===== config.mk =====
export PLATFORM = sky130hd
export DESIGN_NAME = chop_bridge
export DESIGN_NICKNAME = d
export VERILOG_FILES = /design/src/rtl/chop_pkg.sv /design/src/rtl/chop_policy.sv /design/src/rtl/chop_leg.sv /design/src/rtl/chop_ctrl.sv /design/src/rtl/chop_bridge.sv
export SDC_FILE = /design/constraint.sdc
export NUM_CORES = 1
export LEC_CHECK = 0
export ABC_CLOCK_PERIOD_IN_PS = 4650
export BUFFER_PORTS_ARGS = -buffer_cell sky130_fd_sc_hd__buf_2
export CORE_MARGIN = 5
export CORE_UTILIZATION = 50
export DETAILED_ROUTE_END_ITERATION = 7
export PLACE_DENSITY = 0.67
export SLEW_MARGIN = 5
export SYNTH_ARGS = -nofsm -noshare
export SYNTH_HDL_FRONTEND = slang
export SYNTH_SLANG_ARGS = --single-unit

===== constraint.sdc =====
create_clock -name clk -period 4.65 [get_ports clk]
set_input_delay 0.2325 -clock clk [delete_from_list [all_inputs] [get_ports clk]]
set_output_delay 0.2325 -clock clk [all_outputs]
set_load 0.02 [all_outputs]

===== src/rtl/chop_pkg.sv =====
package chop_pkg;

    // Gate vector bit positions: {b_lo, b_hi, a_lo, a_hi}
    localparam int G_AH = 0;
    localparam int G_AL = 1;
    localparam int G_BH = 2;
    localparam int G_BL = 3;
    localparam int GATE_N = 4;

    typedef enum logic [1:0] {
        CH_IDLE = 2'd0,
        CH_ON   = 2'd1,
        CH_OFF  = 2'd2
    } chop_st_e;

    typedef enum logic [1:0] {
        TM_COUNT     = 2'b00,
        TM_AUTO      = 2'b01,
        TM_FORCE_MIX = 2'b10,
        TM_SPARE     = 2'b11
    } tmode_e;

    function automatic logic [GATE_N-1:0] gate_bit(input int idx);
        logic [GATE_N-1:0] v;
        v = '0;
        v[idx] = 1'b1;
        return v;
    endfunction

    // Drive pair for the on phase.
    function automatic logic [GATE_N-1:0] on_gates(input logic pol);
        return pol ? (gate_bit(G_BH) | gate_bit(G_AL))
                   : (gate_bit(G_AH) | gate_bit(G_BL));
    endfunction

    // Reversed pair for the fast part of mixed decay.
    function automatic logic [GATE_N-1:0] fast_gates(input logic pol, input logic iz);
        if (iz) return '0;
        return pol ? (gate_bit(G_AH) | gate_bit(G_BL))
                   : (gate_bit(G_BH) | gate_bit(G_AL));
    endfunction

    // Low-side recirculation for slow decay.
    function automatic logic [GATE_N-1:0] slow_gates(input logic pol, input logic iz);
        if (iz) return pol ? gate_bit(G_AL) : gate_bit(G_BL);
        return gate_bit(G_AL) | gate_bit(G_BL);
    endfunction

endpackage


===== src/rtl/chop_policy.sv =====
module chop_policy
    import chop_pkg::*;
#(
    parameter int OFF_W         = 16,
    parameter int FIXED_OFF_CYC = 1500
) (
    input  logic [1:0]       timing_mode,
    input  logic             full_step,
    input  logic             decay_req,
    input  logic [OFF_W-1:0] off_cycles,
    output logic             mixed_sel,
    output logic [OFF_W-1:0] off_len
);

    logic [OFF_W-1:0] raw_len;

    always_comb begin
        raw_len = (timing_mode == TM_COUNT) ? off_cycles : OFF_W'(FIXED_OFF_CYC);
        off_len = (raw_len == '0) ? OFF_W'(1) : raw_len;

        unique case (timing_mode)
            TM_COUNT:     mixed_sel = decay_req;
            TM_FORCE_MIX: mixed_sel = !full_step;
            default:      mixed_sel = decay_req && !full_step;
        endcase
    end

endmodule


===== src/rtl/chop_leg.sv =====
module chop_leg #(
    parameter int DEAD_CYC = 10
) (
    input  logic clk,
    input  logic rst_n,
    input  logic want_hi,
    input  logic want_lo,
    output logic gate_hi,
    output logic gate_lo
);

    localparam int DW = (DEAD_CYC < 1) ? 1 : $clog2(DEAD_CYC + 1);
    localparam int DLOAD = (DEAD_CYC < 1) ? 0 : DEAD_CYC - 1;

    typedef struct packed {
        logic          hi;
        logic          lo;
        logic [DW-1:0] cnt;
    } leg_t;

    leg_t r_q, r_d;
    logic drop;

    always_comb begin
        r_d  = r_q;
        drop = (r_q.hi && !want_hi) || (r_q.lo && !want_lo);
        r_d.hi = r_q.hi && want_hi;
        r_d.lo = r_q.lo && want_lo;
        if (drop) begin
            r_d.cnt = DW'(DLOAD);
        end else if (r_q.cnt != '0) begin
            r_d.cnt = r_q.cnt - 1'b1;
        end
        if (!drop && r_q.cnt == '0) begin
            if (want_hi && !want_lo && !r_q.lo) begin
                r_d.hi = 1'b1;
            end else if (want_lo && !want_hi && !r_q.hi) begin
                r_d.lo = 1'b1;
            end
        end
    end

    always_ff @(posedge clk or negedge rst_n) begin
        if (!rst_n) r_q <= '0;
        else        r_q <= r_d;
    end

    assign gate_hi = r_q.hi;
    assign gate_lo = r_q.lo;

    // Checker state: cycles each side has been low, saturating at DEAD_CYC.
    logic [DW-1:0] hi_low_run, lo_low_run;

    always_ff @(posedge clk or negedge rst_n) begin
        if (!rst_n) begin
            hi_low_run <= DW'(DEAD_CYC);
            lo_low_run <= DW'(DEAD_CYC);
        end else begin
            hi_low_run <= r_q.hi ? '0 : ((int'(hi_low_run) >= DEAD_CYC) ? hi_low_run : hi_low_run + 1'b1);
            lo_low_run <= r_q.lo ? '0 : ((int'(lo_low_run) >= DEAD_CYC) ? lo_low_run : lo_low_run + 1'b1);
        end
    end


    leg_excl_chk: assert property (@(posedge clk) disable iff (!rst_n)
        !(gate_hi && gate_lo));


    dead_gap_hi_chk: assert property (@(posedge clk) disable iff (!rst_n)
        $rose(gate_hi) |-> (int'(lo_low_run) >= DEAD_CYC));


    dead_gap_lo_chk: assert property (@(posedge clk) disable iff (!rst_n)
        $rose(gate_lo) |-> (int'(hi_low_run) >= DEAD_CYC));

endmodule


===== src/rtl/chop_ctrl.sv =====
module chop_ctrl
    import chop_pkg::*;
#(
    parameter int OFF_W     = 16,
    parameter int BLANK_CYC = 50
) (
    input  logic              clk,
    input  logic              rst_n,
    input  logic              en,
    input  logic              trip,
    input  logic              near_zero,
    input  logic              polarity,
    input  logic              mixed_sel,
    input  logic [OFF_W-1:0]  off_len,
    input  logic [GATE_N-1:0] gates_q,
    output logic [GATE_N-1:0] intent
);

    localparam int BW = (BLANK_CYC < 1) ? 1 : $clog2(BLANK_CYC + 1);
    localparam int PW = OFF_W + 3;

    typedef struct packed {
        chop_st_e          st;
        logic [OFF_W-1:0]  cnt;
        logic [OFF_W-1:0]  len;
        logic [OFF_W-1:0]  flen;
        logic              mixed;
        logic [BW-1:0]     blank;
        logic [GATE_N-1:0] prev;
    } ctrl_t;

    ctrl_t r_q, r_d;
    logic  evt, settled, fast_now, accept;
    logic [PW-1:0] prod;

    always_comb begin
        prod     = PW'(off_len) * PW'(5);
        fast_now = r_q.mixed && (r_q.cnt < r_q.flen);

        unique case (r_q.st)
            CH_ON:   intent = on_gates(polarity);
            CH_OFF:  intent = fast_now ? fast_gates(polarity, near_zero)
                                       : slow_gates(polarity, near_zero);
            default: intent = '0;
        endcase
        if (!en) intent = '0;

        evt     = (gates_q != r_q.prev);
        settled = (gates_q == intent);
        accept  = trip && !evt && (r_q.blank == '0) && settled;

        r_d      = r_q;
        r_d.prev = gates_q;
        if (evt)                  r_d.blank = BW'(BLANK_CYC);
        else if (r_q.blank != '0) r_d.blank = r_q.blank - 1'b1;

        if (!en) begin
            r_d.st    = CH_IDLE;
            r_d.cnt   = '0;
            r_d.blank = '0;
        end else begin
            unique case (r_q.st)
                CH_IDLE: r_d.st = CH_ON;
                CH_ON: begin
                    if (accept) begin
                        r_d.st    = CH_OFF;
                        r_d.cnt   = '0;
                        r_d.len   = off_len;
                        r_d.flen  = OFF_W'(prod >> 4);
                        r_d.mixed = mixed_sel;
                    end
                end
                CH_OFF: begin
                    if (r_q.cnt == r_q.len - 1'b1) begin
                        r_d.st  = CH_ON;
                        r_d.cnt = '0;
                    end else begin
                        r_d.cnt = r_q.cnt + 1'b1;
                    end
                end
                default: r_d.st = CH_IDLE;
            endcase
        end
    end

    always_ff @(posedge clk or negedge rst_n) begin
        if (!rst_n) begin
            r_q     <= '0;
            r_q.st  <= CH_IDLE;
            r_q.len <= OFF_W'(1);
        end else begin
            r_q <= r_d;
        end
    end


    blank_hold_chk: assert property (@(posedge clk) disable iff (!rst_n)
        (r_q.st == CH_ON && r_q.blank != '0 && en) |=> (r_q.st == CH_ON));


    off_hold_chk: assert property (@(posedge clk) disable iff (!rst_n)
        (r_q.st == CH_OFF && en && r_q.cnt != r_q.len - 1'b1) |=> (r_q.st == CH_OFF));


    off_end_chk: assert property (@(posedge clk) disable iff (!rst_n)
        (r_q.st == CH_OFF && en && r_q.cnt == r_q.len - 1'b1) |=> (r_q.st == CH_ON));

endmodule


===== src/rtl/chop_bridge.sv =====
module chop_bridge
    import chop_pkg::*;
#(
    parameter int OFF_W         = 16,
    parameter int FIXED_OFF_CYC = 1500,
    parameter int BLANK_CYC     = 50,
    parameter int DEAD_CYC      = 10
) (
    input  logic             clk,
    input  logic             rst_n,
    input  logic             en,
    input  logic             trip,
    input  logic             near_zero,
    input  logic             polarity,
    input  logic             decay_req,
    input  logic             full_step,
    input  logic [1:0]       timing_mode,
    input  logic [OFF_W-1:0] off_cycles,
    output logic             a_hi,
    output logic             a_lo,
    output logic             b_hi,
    output logic             b_lo
);

    localparam int LEG_N = GATE_N / 2;

    logic              mixed_sel;
    logic [OFF_W-1:0]  off_len;
    logic [GATE_N-1:0] intent;
    logic [GATE_N-1:0] gates_q;

    chop_policy #(
        .OFF_W        (OFF_W),
        .FIXED_OFF_CYC(FIXED_OFF_CYC)
    ) i_policy (
        .timing_mode(timing_mode),
        .full_step  (full_step),
        .decay_req  (decay_req),
        .off_cycles (off_cycles),
        .mixed_sel  (mixed_sel),
        .off_len    (off_len)
    );

    chop_ctrl #(
        .OFF_W    (OFF_W),
        .BLANK_CYC(BLANK_CYC)
    ) i_ctrl (
        .clk      (clk),
        .rst_n    (rst_n),
        .en       (en),
        .trip     (trip),
        .near_zero(near_zero),
        .polarity (polarity),
        .mixed_sel(mixed_sel),
        .off_len  (off_len),
        .gates_q  (gates_q),
        .intent   (intent)
    );

    for (genvar g = 0; g < LEG_N; g++) begin : g_leg
        chop_leg #(
            .DEAD_CYC(DEAD_CYC)
        ) i_leg (
            .clk    (clk),
            .rst_n  (rst_n),
            .want_hi(intent[2*g]),
            .want_lo(intent[2*g+1]),
            .gate_hi(gates_q[2*g]),
            .gate_lo(gates_q[2*g+1])
        );
    end

    assign a_hi = gates_q[G_AH];
    assign a_lo = gates_q[G_AL];
    assign b_hi = gates_q[G_BH];
    assign b_lo = gates_q[G_BL];


    gates_off_chk: assert property (@(posedge clk) disable iff (!rst_n)
        !en |=> (gates_q == '0));

endmodule


### Yosys cells after proc, flatten, opt, wreduce, memory -nomap -nowiden

Index checks and enable logic that the tools add are counted.

* eq/ne operators: 10
* add/sub/neg operators: 5
* reduce and logical (&&, ||, !) cells: 51
* magnitude comparators: 1
* multiply operators: 1
* muxes and demuxes: 36

Operators by type and width (number)
* two-way mux 4 bit: 13
* two-way mux 51 bit: 1
* two-way mux 16 bit: 3
* one-hot mux 16 bit (2 select lines): 1
* logical AND 1 bit: 23
* multiplier 16 x 3 -> 19 bit (second input constant): 1
* two-way mux 18 bit: 1
* two-way mux 6 bit: 3
* adder 16 x 1 -> 16 bit (second input constant): 1
* equality test 16 bit: 1
* logical NOT 16 bit: 1
* < comparator 16 x 15 -> 1 bit: 1
* subtractor 16 x 1 -> 16 bit (second input constant): 1
* logical NOT 1 bit: 12
* logical NOT 4 bit: 2
* two-way mux 1 bit: 8
* one-hot mux 4 bit (2 select lines): 1
* nonzero test 4 bit: 2
* subtractor 4 x 1 -> 4 bit (second input constant): 2
* logical NOT 6 bit: 1
* two-way mux 2 bit: 3
* inequality test 3 x 1 -> 1 bit (second input constant): 2
* inequality test 3 x 2 -> 1 bit (second input constant): 2
* one-hot mux 2 bit (3 select lines): 1
* 12 further kinds: 17

* register bits: 72
* output and inout bits: 4
* input port bits: 26
* word-level logic and storage cells: 117

### Depth between registers and ports, before layout

* depth after elaboration: 12
* mapped depth: 17
* gate-level depth less buffers: 16

### Modules after synthesis

From an unflattened synthesis, not the netlist that was laid out.

* cell total of the unflattened synthesis: 594
* area, all modules: 5462.7 um2

Modules (own cells, without submodules)
* chop_ctrl: times used 1, sequential area each 1502.7 um2, cells each 510, area an instance 4684.5 um2
* chop_leg: times used 2, sequential area each 150.1 um2, cells each 29, area an instance 301.5 um2
* chop_policy: times used 1, sequential area each 0.0 um2, cells each 26, area an instance 175.2 um2

### Worst setup path before layout

OpenSTA, ideal clock, no wires.

* kind: flip-flop to flip-flop
* from: reg i_ctrl.r_q[45] (netlist name)
* to: reg i_ctrl.r_q[29] (netlist name)
* path buffers: 1
* data arrival time: 3.542 ns
* cell stages (with the launch flop): 15
* library setup time: 0.125 ns
* clock period less this slack: 3.667 ns
* data required time: 4.525 ns
* setup slack: 0.983 ns
* cell sequence: dfrtp_1 > ha_1 > a21o_1 > a31oi_1 > o211ai_1 > o2111ai_1 > nand3_1 > o31ai_1 > inv_1 > ha_1 > and4_1 > nand4_1 > nor2_1 > buf_2 > mux2_2

* longest elaborated chain between the ends: 8

Ends and longest elaborated chain
* from (decl): line chop_ctrl.sv:32 `ctrl_t r_q, r_d;`
* from (signal assigned): line chop_ctrl.sv:92 `r_q <= r_d;`
* < comparator 16 x 15 -> 1 bit: line chop_ctrl.sv:38 `fast_now = r_q.mixed && (r_q.cnt < r_q.flen);`
* logical AND 1 bit: line chop_ctrl.sv:38
* two-way mux 4 bit: line chop_ctrl.sv:42 `CH_OFF: intent = fast_now ? fast_gates(polarity, near_zero)`
* one-hot mux 4 bit (2 select lines): line chop_ctrl.sv:40 `unique case (r_q.st)`
* two-way mux 4 bit: line chop_ctrl.sv:46 `if (!en) intent = '0;`
* equality test 4 bit: line chop_ctrl.sv:49 `settled = (gates_q == intent);`
* logical AND 1 bit: line chop_ctrl.sv:50 `accept = trip && !evt && (r_q.blank == '0) && settled;`
* AND reduction 3 bit (no line)

Every way passes these cells.
A chain may end at the register's enable or synchronous reset.

### Final worst setup path

* from: reg i_ctrl.r_q[45] (netlist name)
* to: reg i_ctrl.r_q[51] (netlist name)

* longest elaborated chain between the ends: 9
* elaborated cells between the ends (all ways): 14
* those cells by class: 1 x add/sub; 1 x order compare; 3 x eq/ne; 6 x mux; 3 x reduce/logical

Ends and longest elaborated chain (line)
* < comparator 16 x 15 -> 1 bit: chop_ctrl.sv:38
* logical AND 1 bit: chop_ctrl.sv:38
* two-way mux 4 bit: chop_ctrl.sv:42
* one-hot mux 4 bit (2 select lines): chop_ctrl.sv:40
* two-way mux 4 bit: chop_ctrl.sv:46
* equality test 4 bit: chop_ctrl.sv:49
* logical AND 1 bit: chop_ctrl.sv:50
* inequality test 3 x 2 -> 1 bit (no line)
* AND reduction 2 bit (no line)

Parallel ways exist; a longest one is shown, timed or not.

==> impl_metrics.ini <==
[clocking]
ctsHoldBuffers = 1
cts_tree = done
h-tree-depth = 3
numCtsBuffers = 9
insertion_delay_ns = 0.35
cts.sinks = 72
clk_pin_slew_ns = 0.08
root_buffer = clkbuf_8
cts.repair.resized = 0
post_cts_buffers = 0
cts_buffer_depth = 2

[yosys]
yosysTopAreaCell = dfrtp_1
synth-seq-area-share_pct = 33.0
synth_top_area_share_pct = 32.5
syn_area_um2 = 5460
synthFlopType = dfrtp_1
synth_common_cells = 71 x dfrtp_1, 59 x nand2_1, 57 x ha_1, 44 x inv_1
synth_edf_count = 0
syn_inst = 617
avgSynthCellArea_um2 = 8.85
synth_cell_types = 72
synth_nets = 701
synth.ff_latch_count = 72
yosysMostFrequentCell = dfrtp_1
ys_top_cells_by_area = dfrtp_1 33%, ha_1 13%, nand2_1 4.1%
synthArstFlopShare_pct = 100
yosysWarnings = 0

[route]
remaining_drc_errors = 0
vias = 4706
drt-total-wl_um = 13000
wl_per_cell_um = 16.4
drtAntennaViolNets = 0
via_per_inst = 5.91
drtIter0Drc = 263
first_pass_iters = 5

[setup_path]
critical_path_cell_count = 15
crit_path_max_incr_delay_ns = 0.53
setup.reg_to_reg.worst_slack_ns = 0.34
cp_num_buf_inv = 2
reg2reg_depth = 15
arrival_ns = 4.50
r2r-end = i_ctrl.r_q[51]
cpMostUsedCell = ha_1
endpoint_kind = register
crit_chain = ha_1 > a21o_1 > a31oi_1 > o211ai_1 > o2111ai_1 > nand3_1 > o31ai_1 > inv_1 > ha_1 > and4_1 > nand4_1 > o211a_2 > nor2_1 > buf_4 > a2111oi_2
critPathLaunchType = register
setup.worst_path.class = reg -> reg
reg2reg_from = i_ctrl.r_q[45]
cp_top_family = compound AO/OA/AOI/OAI gates
required_ns = 4.83
cpMaxStageDelayCell = o31ai_1
crit_fanout = 15

[placement]
io_buffers = 29
gp_congestion = 0.881
dp_cells = 779
dp_hpwl_um = 10100

[sta]
worstMarginPinSlew_ns = 0.835
drv_slew = 0
fin_crit_ns = 4.31
setup_viol = 0
slew_headroom_pct = 43.8
period_share_pct = 92.8
hold_viol = 0
clock-skew-final_ns = 0.00871
rsz0062_at_grt = no
setup-tns-final_ns = 0
holdWs_ns = 0.191
max_freq_mhz = 232

[power]
clock_power_share_pct = 21.9
switching_share_pct = 39.0
total_power_mw = 2.76
power-per-cell-area_nw_per_um2 = 458
p_seq_share_pct = 36.6
intPower_mw = 1.69
comb_power_share_pct = 41.5
irDropWorstVdd_v = 0.000230
p_sw_mw = 1.08
p_leak_nw = 2.84

[layout]
synthToLayoutAreaGrowth_pct = 10.4
diodes = 0
num-nets-final = 735
fin_util_pct = 55.9
final_cells = 796
drive_above_1_share_pct = 13.7

[global_route]
antenna_found_initial = 0
grt_pass1_wl_um = 22300
grt_max_degree = 42
overflow = 0
grt_pass1_vias = 4686
grtUsageTotal_pct = 21.0

[die]
rows = 38
die_area_um2 = 13100
die_h_um = 115
core_um2 = 10800
ios = 30
initial_core_util_pct = 50.6
die_width_um = 115

[run]
drv_cap = 0

[worst_hold_path]
holdPathStages = 3
min_path_type = in -> reg
hold_start = off_cycles[5]
hold-path-endpoint = i_ctrl.r_q[32]

[status]
status = finished clean
[flip-flops by register name (all words and copies together), names as in the netlist]
signal	cells
i_ctrl.r_q	60
g_leg.i_leg.r_q	8
g_leg.i_leg.gate_lo	2
g_leg.i_leg.gate_hi	2
[worst register-to-register path, cell delays in order (launching register included)]
cell       delay [ns]
dfrtp_1          0.47
ha_1             0.33
a21o_1           0.18
a31oi_1          0.17
o211ai_1         0.13
o2111ai_1        0.11
nand3_1          0.19
o31ai_1          0.53
inv_1            0.10
ha_1             0.29
and4_1           0.19
nand4_1          0.27
o211a_2          0.50
nor2_1           0.42
buf_4            0.21
a2111oi_2        0.05
[worst max path at each step]
stage / startpoint / end / slack [ns]
final: i_ctrl.r_q[45] / i_ctrl.r_q[51] / 0.34
after global routing: i_ctrl.r_q[45] / i_ctrl.r_q[51] / 0.02
after CTS: i_ctrl.r_q[45] / i_ctrl.r_q[51] / 0.35
after detailed placement: i_ctrl.r_q[45] / i_ctrl.r_q[51] / 0.38
after global placement: i_ctrl.r_q[45] / i_ctrl.r_q[51] / 0.60
after floorplan: i_ctrl.r_q[45] / i_ctrl.r_q[29] / 0.98
[cells by family (layout without fill, tap and decap cells)]
logic type | Yosys count | in the layout | synth area share (%)
XOR/XNOR | 36 | 36 | 5.77
multiplexers | 15 | 15 | 3.05
AND/OR/NAND/NOR | 242 | 242 | 23.7
adder cells (fa/ha/maj) | 58 | 58 | 13.4
flip-flops | 72 | 72 | 33.0
AO/OA/AOI/OAI | 135 | 135 | 16.7
buffers and inverters | 59 | 98 | 4.29
[placed cells by master, fill, tap and decap left out, drive strengths merged, types with 5 or more instances in the layout]
cell    netlist  final
nor2         36     36
or4           6      6
nor3         17     17
nand4        12     12
clkbuf       10     11
xnor2        20     20
a21oi        36     36
and3         13     13
o21ai        34     34
nand3        25     25
and2          8      8
dfrtp        71     71
a31oi        11     11
ha           57     57
mux2         13     13
nor4         16     16
or3          21     21
buf           5     37
a21o          9      9
or2           5      5
nand2        60     60
inv          44     44
a211oi        5      5
xor2         16     16
[final cells by class]
type	count	area (um^2)
repair buffers	38	215
clock buffers	11	141
multi-input cells	486	3430
clock inverters	5	104
flip-flops and latches	72	1800
fillers	953	4760
well taps	140	175
inverters	44	165
[power by group through the flow]
stage	Combinational [mW]	Clock, mW	Sequential, mW
global placement	1.10	0	1.01
detailed placement	1.14	0	1.02
floorplan	0.935	0	0.955
finish	1.15	0.606	1.01
CTS	1.15	0.619	1.01
global route	1.32	0.648	1.04
[per-stage QoR]
| stage | cell area (um^2) | setup WS [ns] |
|---|---|---|
| finish | 6030 | 0.337 |
| global route | 6030 | 0.0185 |
| CTS | 6030 | 0.347 |
| detailed placement | 5770 | 0.384 |
| global placement | 5770 | 0.602 |
| floorplan | 5460 | 0.983 |
[metal layers]
layer  global-route usage, %  wire length (um)  up-vias  part of all wire, %
met5                       0                 0        -                    0
met4                    7.84               344        0                  2.6
met3                    3.49               563       25                  4.3
met2                    36.6              6450      129                   49
met1                    26.0              5680     2231                   44
li1                        -                 -     2321                    -
Note: power is estimated with default switching activity, not from simulation.
